--- src/rtl/mmu_pkg.sv ---
package mmu_pkg;

   typedef enum logic [1:0] {
      ROUTE_IDLE = 2'd0,
      ROUTE_HOME = 2'd1,
      ROUTE_ALT  = 2'd2
   } route_t;

   typedef struct packed {
      logic wr_mask;
      logic wr_cfg;
      logic rd_mask;
      logic rd_cfg;
   } io_hit_t;

endpackage

--- src/rtl/seg_mmu_iodec.sv ---
module seg_mmu_iodec
   import mmu_pkg::*;
#(
   parameter int ADDR_W    = 16,
   parameter int PORT_W    = 8,
   parameter int MASK_PORT = 'hF4,
   parameter int CFG_PORT  = 'hFF
) (
   input  logic              iorq,
   input  logic              rd,
   input  logic              wr,
   input  logic [ADDR_W-1:0] addr,
   output io_hit_t           hit
);

   localparam logic [PORT_W-1:0] MASK_SEL = PORT_W'(MASK_PORT);
   localparam logic [PORT_W-1:0] CFG_SEL  = PORT_W'(CFG_PORT);

   logic [PORT_W-1:0] port;
   logic              io_wr;
   logic              io_rd;
   logic              is_mask;
   logic              is_cfg;

   assign port    = addr[PORT_W-1:0];
   assign io_wr   = iorq & wr;
   assign io_rd   = iorq & rd & ~wr;
   assign is_mask = (port == MASK_SEL);
   assign is_cfg  = (port == CFG_SEL);

   always_comb begin
      hit         = '0;
      hit.wr_mask = io_wr & is_mask;
      hit.wr_cfg  = io_wr & is_cfg;
      hit.rd_mask = io_rd & is_mask;
      hit.rd_cfg  = io_rd & is_cfg;
   end

endmodule

--- src/rtl/seg_mmu_regs.sv ---
module seg_mmu_regs
   import mmu_pkg::*;
#(
   parameter int DATA_W    = 8,
   parameter bit ASYNC_RST = 1'b1
) (
   input  logic              clk,
   input  logic              rst_n,
   input  io_hit_t           hit,
   input  logic [DATA_W-1:0] wdata,
   output logic [DATA_W-1:0] mask_q,
   output logic [DATA_W-1:0] cfg_q
);

   logic [DATA_W-1:0] mask_d;
   logic [DATA_W-1:0] cfg_d;

   assign mask_d = hit.wr_mask ? wdata : mask_q;
   assign cfg_d  = hit.wr_cfg  ? wdata : cfg_q;

   if (ASYNC_RST) begin : g_arst
      always_ff @(posedge clk or negedge rst_n) begin
         if (!rst_n) begin
            mask_q <= '0;
            cfg_q  <= '0;
         end else begin
            mask_q <= mask_d;
            cfg_q  <= cfg_d;
         end
      end
   end else begin : g_srst
      always_ff @(posedge clk) begin
         if (!rst_n) begin
            mask_q <= '0;
            cfg_q  <= '0;
         end else begin
            mask_q <= mask_d;
            cfg_q  <= cfg_d;
         end
      end
   end

endmodule

--- src/rtl/seg_mmu_map.sv ---
module seg_mmu_map
   import mmu_pkg::*;
#(
   parameter  int ADDR_W  = 16,
   parameter  int SEG_W   = 3,
   localparam int NSEG    = 1 << SEG_W,
   localparam int SRAM_AW = ADDR_W + 1
) (
   input  logic               mreq,
   input  logic [ADDR_W-1:0]  addr,
   input  logic [NSEG-1:0]    mask,
   input  logic               bank,
   output route_t             route,
   output logic [SRAM_AW-1:0] sram_addr
);

   logic [SEG_W-1:0] seg;
   logic [NSEG-1:0]  seg_dec;
   logic [NSEG-1:0]  seg_alt;
   logic             alt_hit;

   assign seg = addr[ADDR_W-1 -: SEG_W];

   for (genvar g = 0; g < NSEG; g++) begin : g_seg
      assign seg_dec[g] = (seg == SEG_W'(g));
      assign seg_alt[g] = seg_dec[g] & mask[g];
   end

   assign alt_hit = |seg_alt;

   always_comb begin
      if (!mreq)
         route = ROUTE_IDLE;
      else if (alt_hit)
         route = ROUTE_ALT;
      else
         route = ROUTE_HOME;
   end

   assign sram_addr = {bank, addr};

endmodule

--- src/rtl/seg_mmu_rdmux.sv ---
module seg_mmu_rdmux
   import mmu_pkg::*;
#(
   parameter int DATA_W = 8
) (
   input  io_hit_t           hit,
   input  logic [DATA_W-1:0] mask_q,
   input  logic [DATA_W-1:0] cfg_q,
   output logic              rd_en,
   output logic [DATA_W-1:0] rdata
);

   assign rd_en = hit.rd_mask | hit.rd_cfg;

   always_comb begin
      unique case (1'b1)
         hit.rd_mask: rdata = mask_q;
         hit.rd_cfg:  rdata = cfg_q;
         default:     rdata = '0;
      endcase
   end

endmodule

--- src/rtl/seg_mmu.sv ---
module seg_mmu
   import mmu_pkg::*;
#(
   parameter  int ADDR_W    = 16,
   parameter  int DATA_W    = 8,
   parameter  int SEG_W     = 3,
   parameter  int PORT_W    = 8,
   parameter  int MASK_PORT = 'hF4,
   parameter  int CFG_PORT  = 'hFF,
   parameter  int BANK_BIT  = 7,
   parameter  bit ASYNC_RST = 1'b1,
   localparam int NSEG      = 1 << SEG_W,
   localparam int SRAM_AW   = ADDR_W + 1
) (
   input  logic               clk,
   input  logic               rst_n,
   input  logic               mreq,
   input  logic               iorq,
   input  logic               rd,
   input  logic               wr,
   input  logic [ADDR_W-1:0]  addr,
   input  logic [DATA_W-1:0]  wdata,
   output logic               home_sel,
   output logic               sram_ce,
   output logic [SRAM_AW-1:0] sram_addr,
   output logic               io_rd_en,
   output logic [DATA_W-1:0]  io_rdata
);

   if (NSEG != DATA_W) begin : g_bad_seg
      $error("seg_mmu: segment count must equal the data width");
   end
   if (BANK_BIT >= DATA_W) begin : g_bad_bank
      $error("seg_mmu: bank bit outside the configuration byte");
   end
   if (PORT_W > ADDR_W || SEG_W >= ADDR_W) begin : g_bad_width
      $error("seg_mmu: address field widths do not fit");
   end
   if (MASK_PORT == CFG_PORT) begin : g_bad_port
      $error("seg_mmu: the two register ports must differ");
   end

   io_hit_t           hit;
   logic [DATA_W-1:0] mask_q;
   logic [DATA_W-1:0] cfg_q;
   route_t            route;

   seg_mmu_iodec #(
      .ADDR_W   (ADDR_W),
      .PORT_W   (PORT_W),
      .MASK_PORT(MASK_PORT),
      .CFG_PORT (CFG_PORT)
   ) u_iodec (
      .iorq(iorq),
      .rd  (rd),
      .wr  (wr),
      .addr(addr),
      .hit (hit)
   );

   seg_mmu_regs #(
      .DATA_W   (DATA_W),
      .ASYNC_RST(ASYNC_RST)
   ) u_regs (
      .clk   (clk),
      .rst_n (rst_n),
      .hit   (hit),
      .wdata (wdata),
      .mask_q(mask_q),
      .cfg_q (cfg_q)
   );

   seg_mmu_map #(
      .ADDR_W(ADDR_W),
      .SEG_W (SEG_W)
   ) u_map (
      .mreq     (mreq),
      .addr     (addr),
      .mask     (mask_q[NSEG-1:0]),
      .bank     (cfg_q[BANK_BIT]),
      .route    (route),
      .sram_addr(sram_addr)
   );

   seg_mmu_rdmux #(
      .DATA_W(DATA_W)
   ) u_rdmux (
      .hit   (hit),
      .mask_q(mask_q),
      .cfg_q (cfg_q),
      .rd_en (io_rd_en),
      .rdata (io_rdata)
   );

   assign home_sel = (route == ROUTE_HOME);
   assign sram_ce  = (route == ROUTE_ALT);

endmodule

--- config.mk ---
export PLATFORM = sky130hd
export DESIGN_NAME = seg_mmu
export DESIGN_NICKNAME = d
export VERILOG_FILES = /design/src/rtl/mmu_pkg.sv /design/src/rtl/seg_mmu_iodec.sv /design/src/rtl/seg_mmu_regs.sv /design/src/rtl/seg_mmu_map.sv /design/src/rtl/seg_mmu_rdmux.sv /design/src/rtl/seg_mmu.sv
export SDC_FILE = /design/constraint.sdc
export NUM_CORES = 1
export LEC_CHECK = 0
export BUFFER_PORTS_ARGS = -buffer_cell sky130_fd_sc_hd__clkbuf_2
export CAP_MARGIN = 15
export CORE_MARGIN = 3
export CORE_UTILIZATION = 39
export CTS_CLUSTER_SIZE = 16
export DETAILED_ROUTE_END_ITERATION = 7
export MAX_ROUTING_LAYER = met4
export PLACE_DENSITY = 0.85
export SETUP_SLACK_MARGIN = 0.05
export SLEW_MARGIN = 30
export SYNTH_ARGS = -nofsm -noshare
export SYNTH_HDL_FRONTEND = slang
export SYNTH_SLANG_ARGS = --single-unit
--- constraint.sdc ---
create_clock -name clk -period 1.6 [get_ports clk]
set_input_delay 0.08 -clock clk [delete_from_list [all_inputs] [get_ports clk]]
set_output_delay 0.08 -clock clk [all_outputs]
set_load 0.05 [all_outputs]
# Word level (Yosys, flattened, before mapping)
# Index checks and enable logic that the tools add are counted.
# classes
n_eq_ne,11
reduce_logical,2
mux,3
n_bitwise,17
# ops
operator,n
$eq A8 B8 Y1 const B,2
$pmux W8 S2,1
$and A1 B1 Y1,15
$eq A3 B3 Y1 const B,4
$reduce_or A8 Y1,1
$eq A3 B2 Y1 const B,2
$mux W2,2
$eq A3 B1 Y1 const B,1
$logic_not A3 Y1,1
$eq A2 B1 Y1 const B,1
$eq A2 B2 Y1 const B,1
$not A1 Y1,1
$or A1 B1 Y1,1
# totals
output_inout_bits,28
wordCells,35
reg_bits,16

# Logic depth before layout (Yosys ltp)
# Gate-level depths: netlist of run 1.
# depth
depth_word,6
ltp_mapped,4
mapped_depth_nobuf,3

# Hierarchy
# Synthesis of run 1 repeated with hierarchy kept, for this count alone.
# hier_totals
hier_cells,84
hier_area_um2,1073.5
# by_module_without_submodules
mod,area_each_um2,cells_per_inst,seq_area_each_um2,instances
seg_mmu_regs,663.1,34,400.4,1
seg_mmu_map,230.2,28,0.0,1
seg_mmu_rdmux,98.8,11,0.0,1
seg_mmu_iodec,66.3,9,0.0,1
seg_mmu,15.0,2,0.0,1

# Worst setup path before layout of run 1
# Ideal clock, no wire load.
# synth_path
kind,reg-to-output
from,reg u_regs.mask_q[7]
to,out sram_ce
path_stages_with_launch,4
path_slack_ns,-0.734
path_buffers,0
arrival_time_ns,2.254
path_cell_list,dfrtp_1 mux2i_1 and3_1 nor4b_1
# synth_between
elab_chain_cells,5
# synth_rtl
item,line,text
from (decl),seg_mmu_regs.sv:11,"output logic [DATA_W-1:0] mask_q,"
from (signal assigned),seg_mmu_regs.sv:27,mask_q <= mask_d;
$and A1 B1 Y1,seg_mmu_map.sv:26,assign seg_alt[g] = seg_dec[g] & mask[g];
$reduce_or A8 Y1,seg_mmu_map.sv:29,assign alt_hit = |seg_alt;
$mux W2,seg_mmu_map.sv:34,else if (alt_hit)
$mux W2,seg_mmu_map.sv:32,if (!mreq)
$eq A2 B2 Y1,seg_mmu.sv:96,assign sram_ce = (route == ROUTE_ALT);
to (decl),seg_mmu.sv:24,"output logic sram_ce,"
# Every way passes these cells.

# Final worst setup path of run 1
# layout_path
from,reg u_regs.mask_q[1]
to,out home_sel
# layout_between
elab_chain_cells,5
# layout_rtl
item,line,text
$and A1 B1 Y1,seg_mmu_map.sv:26,
$reduce_or A8 Y1,seg_mmu_map.sv:29,
$mux W2,seg_mmu_map.sv:34,
$mux W2,seg_mmu_map.sv:32,
$eq A2 B1 Y1,seg_mmu.sv:95,assign home_sel = (route == ROUTE_HOME);
to (decl),seg_mmu.sv:23,"output logic home_sel,"
# Every way passes these cells.

==> flow_metrics.py, run 1 <==
metrics = {
    "setup_path": {
        "worstPathRequired_ps": 1520,
        "cpPeakStageDelay_ps": 410,
        "cp_slowest_cell": "dfrtp_1",
        "crit_family": "flip-flops",
        "cp.arrival_ps": 1530,
        "endpoint_kind": "output port",
        "path_max_fanout": 3,
        "crit_path_cell_trace": "mux2_4, o22ai_4, o31a_1, buf_8",
        "path_buf_inv": 1,
        "criticalPathCategory": "reg2out",
        "start_kind": "flop",
    },
    "global_route": {
        "grt_pass1_vias": 902,
        "grt_first_pass_wirelength_um": 4140,
        "grt.overflow.total": 0,
        "grt.total_usage_pct": 17.1,
        "grt_max_degree": 17,
        "antenna_found_initial": 0,
    },
    "detailed_routing": {
        "route.met3.wl_um": 233,
        "drt_iter0_markers": 17,
        "top_layer_used": "met4",
        "wl_met2_um": 1230,
        "wire_per_inst_um": 16.2,
        "ant_nets": 0,
        "totalWireLength_um": 2520,
        "viasPerCell": 5.25,
        "num_vias": 819,
        "first_pass_iters": 4,
        "drc_errors": 0,
        "met1_length_um": 1010,
    },
    "sta": {
        "fin_worst_skew_ps": 0,
        "whs_ps": 35.6,
        "rsz0062_at_grt": "true",
        "fmax_mhz": 622,
        "slew_headroom_pct": 74.1,
        "post-route-period-util_pct": 101,
        "setup_ws_ps": -8.78,
        "timing_max_transition_violations_final": 0,
        "hold_viol_final": 0,
        "tightest_slew_ps": 388,
        "period_minus_slack_ps": 1610,
        "setup-violations-final": 1,
    },
    "placement": {
        "gp_congestion": 0.815,
        "port_buffers": 47,
        "placed_cells": 150,
        "hpwlAfterDp_um": 1850,
        "pre_cts_ws_ps": 43.0,
    },
    "floorplan": {
        "core_mm2": 0.00230,
        "ios": 58,
        "die_area_mm2": 0.00316,
        "die-height_um": 56.2,
        "initial_utilization_pct": 42.8,
        "rows": 17,
        "die_w_um": 56.2,
    },
    "yosys": {
        "synth-seq-cells": 16,
        "ys_top_cells_by_area": "dfrtp_1 (41%), mux2_2 (21%), buf_4 (13%)",
        "syn-num-nets": 119,
        "ys_seq_area_share_pct": 40.8,
        "synth_area_um2": 982,
        "yosysUniqueCellTypes": 25,
        "synth_warnings": 0,
        "synthArstFlopShare_pct": 100,
        "yosysTopAreaCellShare_pct": 40.8,
        "synth_edf_count": 0,
        "synth_largest_area_cell": "dfrtp_1",
        "syn_inst": 89,
        "postSynthAreaPerCell_um2": 11.0,
        "synth_flop_cell": "dfrtp_1",
    },
    "clocking": {
        "cts_tree": "done",
        "clk_latency_ps": 290,
        "h-tree-depth": 1,
        "cts_made_buffers": 3,
        "clock_sinks": 16,
        "clk_pin_slew_ps": 90,
        "clock_path_buffers": 2,
        "clockRootBuffer": "clkbuf_4",
    },
    "finish": {
        "syn2layout_area_growth_pct": 39.9,
        "fin_nets": 160,
        "layout_common_cells": "clkbuf_2 (40), mux2_2 (17), dfrtp_1 (16), a22oi_1 (8), nor2_1 (8)",
        "drive_above_1_share_pct": 66.4,
        "finalNonFillerCells": 156,
        "n_antenna_cell": 0,
        "final_common_cell": "clkbuf_2",
    },
    "pwr": {
        "p_per_area_mw_per_mm2": 610,
        "finalPower_mw": 0.839,
        "power.leakage_nw": 0.670,
        "ir_drop_uv": 486,
    },
    "outcome": {
        "violations": "setup timing",
        "status": "complete, but fails checks",
    },
    "hold_path": {
        "min_path_type": "in2reg",
    },
    "flow_run": {
        "cap_violations": 0,
    },
}
## worst register-to-register path, cell delays in order, from the launching register on
cell,delay [ps]
dfrtp_1,390
buf_4,140
mux2_2,260
## cells by family after synthesis
family                 count (synthesis)  share of synthesized area [%]
AND/OR/NAND/NOR                       23                           14.7
multiplexers                          19                           21.7
buffers and inverters                 19                           13.9
flip-flops                            16                           40.8
AO/OA/AOI/OAI                         12                           9.05
## what timing repair did
action	CTS	global route
endpoints found under the hold margin	16	0
endpoints found under the setup margin	5	2
gates resized for setup	7	8
buffers inserted	2	1
pin swaps	3	2
hold buffers	1	0
## sequential cells by signal, summed over array words and instances, names as in the netlist
register       cells
u_regs.cfg_q       8
u_regs.mask_q      8
## power breakdown
part	internal, mW	switching, mW
Clock	0.0876	0.121
Combinational	0.0750	0.133
Sequential	0.415	0.00729
Total	0.577	0.261
## metrics by stage
| step | instance area [µm²] | utilization, % | setup TNS (ps) |
|---|---|---|---|
| after detailed placement | 1250 | 54.5 | 0 |
| final | 1370 | 59.8 | -8.78 |
| after global placement | 1250 | 54.5 | 0 |
| after CTS | 1330 | 57.8 | -43.0 |
| after floorplan | 992 | - | -967 |
| after global routing | 1370 | 59.8 | -67.7 |
## cell usage after synthesis, types with 2 or more instances
cell type   n
mux2_2     18
buf_4      17
dfrtp_1    16
a22oi_1     8
nor2_1      8
nand2b_1    2
nand3_1     2
## final cells by class
type / count / area (µm²)
Fill cell: 186 / 923
Multi-Input combinational cell: 54 / 512
Sequential cell: 16 / 400
Clock buffer: 3 / 22.5
Tap cell: 28 / 35.0
Timing Repair Buffer: 55 / 404
## worst paths after layout
kind | from | end | slack [ps] | cells past startpoint
worst max register to register | u_regs.mask_q[3] | u_regs.mask_q[3] | 710 | 2
worst min-delay path | wdata[5] | u_regs.cfg_q[5] | 40 | 2
worst min register to register | u_regs.cfg_q[5] | u_regs.cfg_q[5] | 520 | 1
max in group asynchronous | rst_n | u_regs.cfg_q[7] | 1090 | 2
min in group asynchronous | rst_n | u_regs.cfg_q[0] | 230 | 2
worst max-delay path | u_regs.mask_q[1] | home_sel | -9 | 4
## per-layer routing
layer | track usage [%] | vias up
met5 | - | -
met4 | 6.44 | 0
met3 | 4.64 | 8
met2 | 28.4 | 44
met1 | 19.6 | 378
li1 | - | 389
(Power assumes the default switching activity.)
==> run 2: changes to the inputs <==
--- a/config.mk
+++ b/config.mk
@@ -12,9 +12,9 @@
 export CTS_CLUSTER_SIZE = 16
 export DETAILED_ROUTE_END_ITERATION = 7
 export MAX_ROUTING_LAYER = met4
-export PLACE_DENSITY = 0.85
+export PLACE_DENSITY = 0.83
 export SETUP_SLACK_MARGIN = 0.05
-export SLEW_MARGIN = 30
 export SYNTH_ARGS = -nofsm -noshare
 export SYNTH_HDL_FRONTEND = slang
+export SYNTH_HIERARCHICAL = 1
 export SYNTH_SLANG_ARGS = --single-unit
==> flow_metrics.py, run 2 <==
metrics = {
    "outcome": {
        "status": "complete, but fails checks",
        "violations": "setup timing",
    },
    "yosys": {
        "synth_area_mm2": 0.00107,
        "synth_flop_cell": "dfrtp_1",
        "synthArstFlopShare_pct": 100,
        "yosysTopAreaCellShare_pct": 37.3,
        "synth_warnings": 6,
        "synth_fa_ha_area_share_pct": 0,
        "synth_most_common_cell": "buf_4",
        "yosysUniqueCellTypes": 22,
        "synth_top_family_by_area": "multiplexers",
        "yosys.area_share.simple_pct": 11.9,
        "yosys-top-cells-count": "buf_4 (17), dfrtp_1 (16), mux2_4 (16)",
        "post_synth_mux_area_share_pct": 25.4,
        "postSynthAreaPerCell_um2": 12.8,
        "synth_edf_count": 0,
        "synth-seq-cells": 16,
        "synth_compound_area_share_pct": 9.32,
        "ys_top_cells_by_area": "dfrtp_1 (37%), mux2_4 (22%), buf_4 (12%)",
        "yosys.area_share.xor_xnor_pct": 0,
        "syn-num-nets": 114,
        "synth_largest_area_cell": "dfrtp_1",
        "ys_seq_area_share_pct": 37.3,
        "syn_inst": 84,
    },
    "clocking": {
        "clock_path_buffers": 2,
        "clk_latency_ps": 280,
        "clk_pin_slew_ps": 90,
        "cts_tree": "done",
        "clock_sinks": 16,
        "h-tree-depth": 1,
        "cts_made_buffers": 3,
        "clockRootBuffer": "clkbuf_4",
    },
    "finish": {
        "fin_area_mm2": 0.00152,
        "final_common_cell": "clkbuf_2",
        "final_util_pct": 59.9,
        "drive_above_1_share_pct": 72.7,
        "reg_top3": "u_regs/cfg_q (8), u_regs/mask_q (8)",
        "layout_common_cells": "clkbuf_2 (39), mux2_4 (18), buf_4 (16), dfrtp_1 (16), a22o_1 (8)",
        "n_antenna_cell": 0,
        "fin_nets": 163,
        "syn2layout_area_growth_pct": 42.0,
    },
    "global_route": {
        "grt_first_pass_wirelength_um": 3970,
        "antenna_found_initial": 0,
        "grt_pass1_vias": 910,
        "grt_max_degree": 17,
        "grt.overflow.total": 0,
        "grt.total_usage_pct": 15.9,
    },
    "placement": {
        "placed_area_mm2": 0.00132,
        "gp_congestion": 0.799,
        "pre_cts_ws_ps": -57.1,
        "port_buffers": 47,
    },
    "pwr": {
        "p_per_area_mw_per_mm2": 597,
        "ir_drop_uv": 412,
        "power.leakage_nw": 0.766,
        "finalPower_mw": 0.910,
    },
    "flow_run": {
        "cap_violations": 0,
    },
    "floorplan": {
        "die_area_mm2": 0.00342,
        "die-height_um": 58.5,
        "rows": 18,
        "core_mm2": 0.00254,
        "ios": 58,
        "die_w_um": 58.5,
        "initial_utilization_pct": 42.2,
    },
    "sta": {
        "fin_worst_skew_ps": 0,
        "setup-violations-final": 2,
        "fin_setup_tns_ps": -282,
        "rsz0062_at_grt": "true",
        "fmax_mhz": 574,
        "tightest_slew_ps": 394,
        "timing_max_transition_violations_final": 0,
        "hold_viol_final": 0,
        "slew_headroom_pct": 73.7,
        "post-route-period-util_pct": 109,
        "period_minus_slack_ps": 1740,
        "setup_ws_ps": -143,
    },
    "setup_path": {
        "endpoint_kind": "output port",
        "cp.arrival_ps": 1660,
        "path_max_fanout": 2,
        "worstPathRequired_ps": 1520,
        "start_kind": "flop",
        "criticalPathCategory": "reg2out",
    },
    "detailed_routing": {
        "ant_nets": 0,
        "drc_errors": 0,
        "drt_iter0_markers": 5,
        "wire_per_inst_um": 15.0,
        "num_vias": 830,
        "first_pass_iters": 2,
        "viasPerCell": 5.12,
        "totalWireLength_um": 2430,
    },
    "hold_path": {
        "min_path_type": "in2reg",
    },
}
run 2: cell types whose count changed after synthesis, moves of 4 or more:
cell / change
a22oi_1: -8
mux2_2: -16
a22o_1: +8
buf_6: +4
nor2_1: -8
mux2_4: +16
run 2: kinds of logic (layout without fill, tap and decap cells):
family / after synthesis / count (layout)
AND/OR/NAND/NOR: 17 / 17
flip-flops: 16 / 16
AO/OA/AOI/OAI: 11 / 11
buffers and inverters: 21 / 69
multiplexers: 19 / 19
run 2: final timing paths:
path	start	endpoint	slack, ps	cells past startpoint
worst min register to register	u_regs/cfg_q[6]	u_regs/cfg_q[6]	530	1
worst max-delay path	u_regs/mask_q[2]	sram_ce	-140	5
min in group asynchronous	rst_n	u_regs/cfg_q[4]	250	2
max in group asynchronous	rst_n	u_regs/mask_q[7]	1070	2
worst max register to register	u_regs/mask_q[2]	u_regs/mask_q[2]	600	3
worst min-delay path	wdata[0]	u_regs/cfg_q[0]	40	2
run 2: power breakdown:
part	internal [mW]	switching, mW
combinational	0.0968	0.132
clock	0.138	0.120
sequential	0.415	0.00661
total	0.650	0.260
run 2: final cells by class:
type,count,area [µm²]
clock buffer,4,36.3
fill,227,1020
multi-input combinational,47,563
sequential,16,400
tap,30,37.5
timing repair buffer,65,487
run 2: repair_timing:
| action | 4_1_cts | 5_1_grt |
|---|---|---|
| gates resized for setup | 13 | 3 |
| setup buffers | 8 | 2 |
| pin swaps | 4 | 4 |
| hold endpoints to repair | 16 | 0 |
| hold buffers | 1 | 0 |
| setup endpoints to repair | 2 | 2 |
run 2: metal layers:
layer	global-route usage, %	routed length, µm	share of wire, %
met1	18.4	975	40
met2	27.6	1280	53
met3	2.85	159	6.5
met4	4.97	21	0.86
met5	-	0	0
run 2: critical path, stage by stage (launching register included):
cell     delay, ps
dfrtp_1        380
mux2_4         280
o22ai_4        170
o31a_1         180
and2b_2        230
buf_8          150
run 2: metrics by stage:
| stage | std cells | hold slack (ps) |
|---|---|---|
| finish | 162 | 43.0 |
| global route | 162 | 22.5 |
| CTS | 160 | 29.7 |
| detailed placement | 147 | 21.9 |
| global placement | 147 | 9.22 |
| floorplan | 84 | -216 |
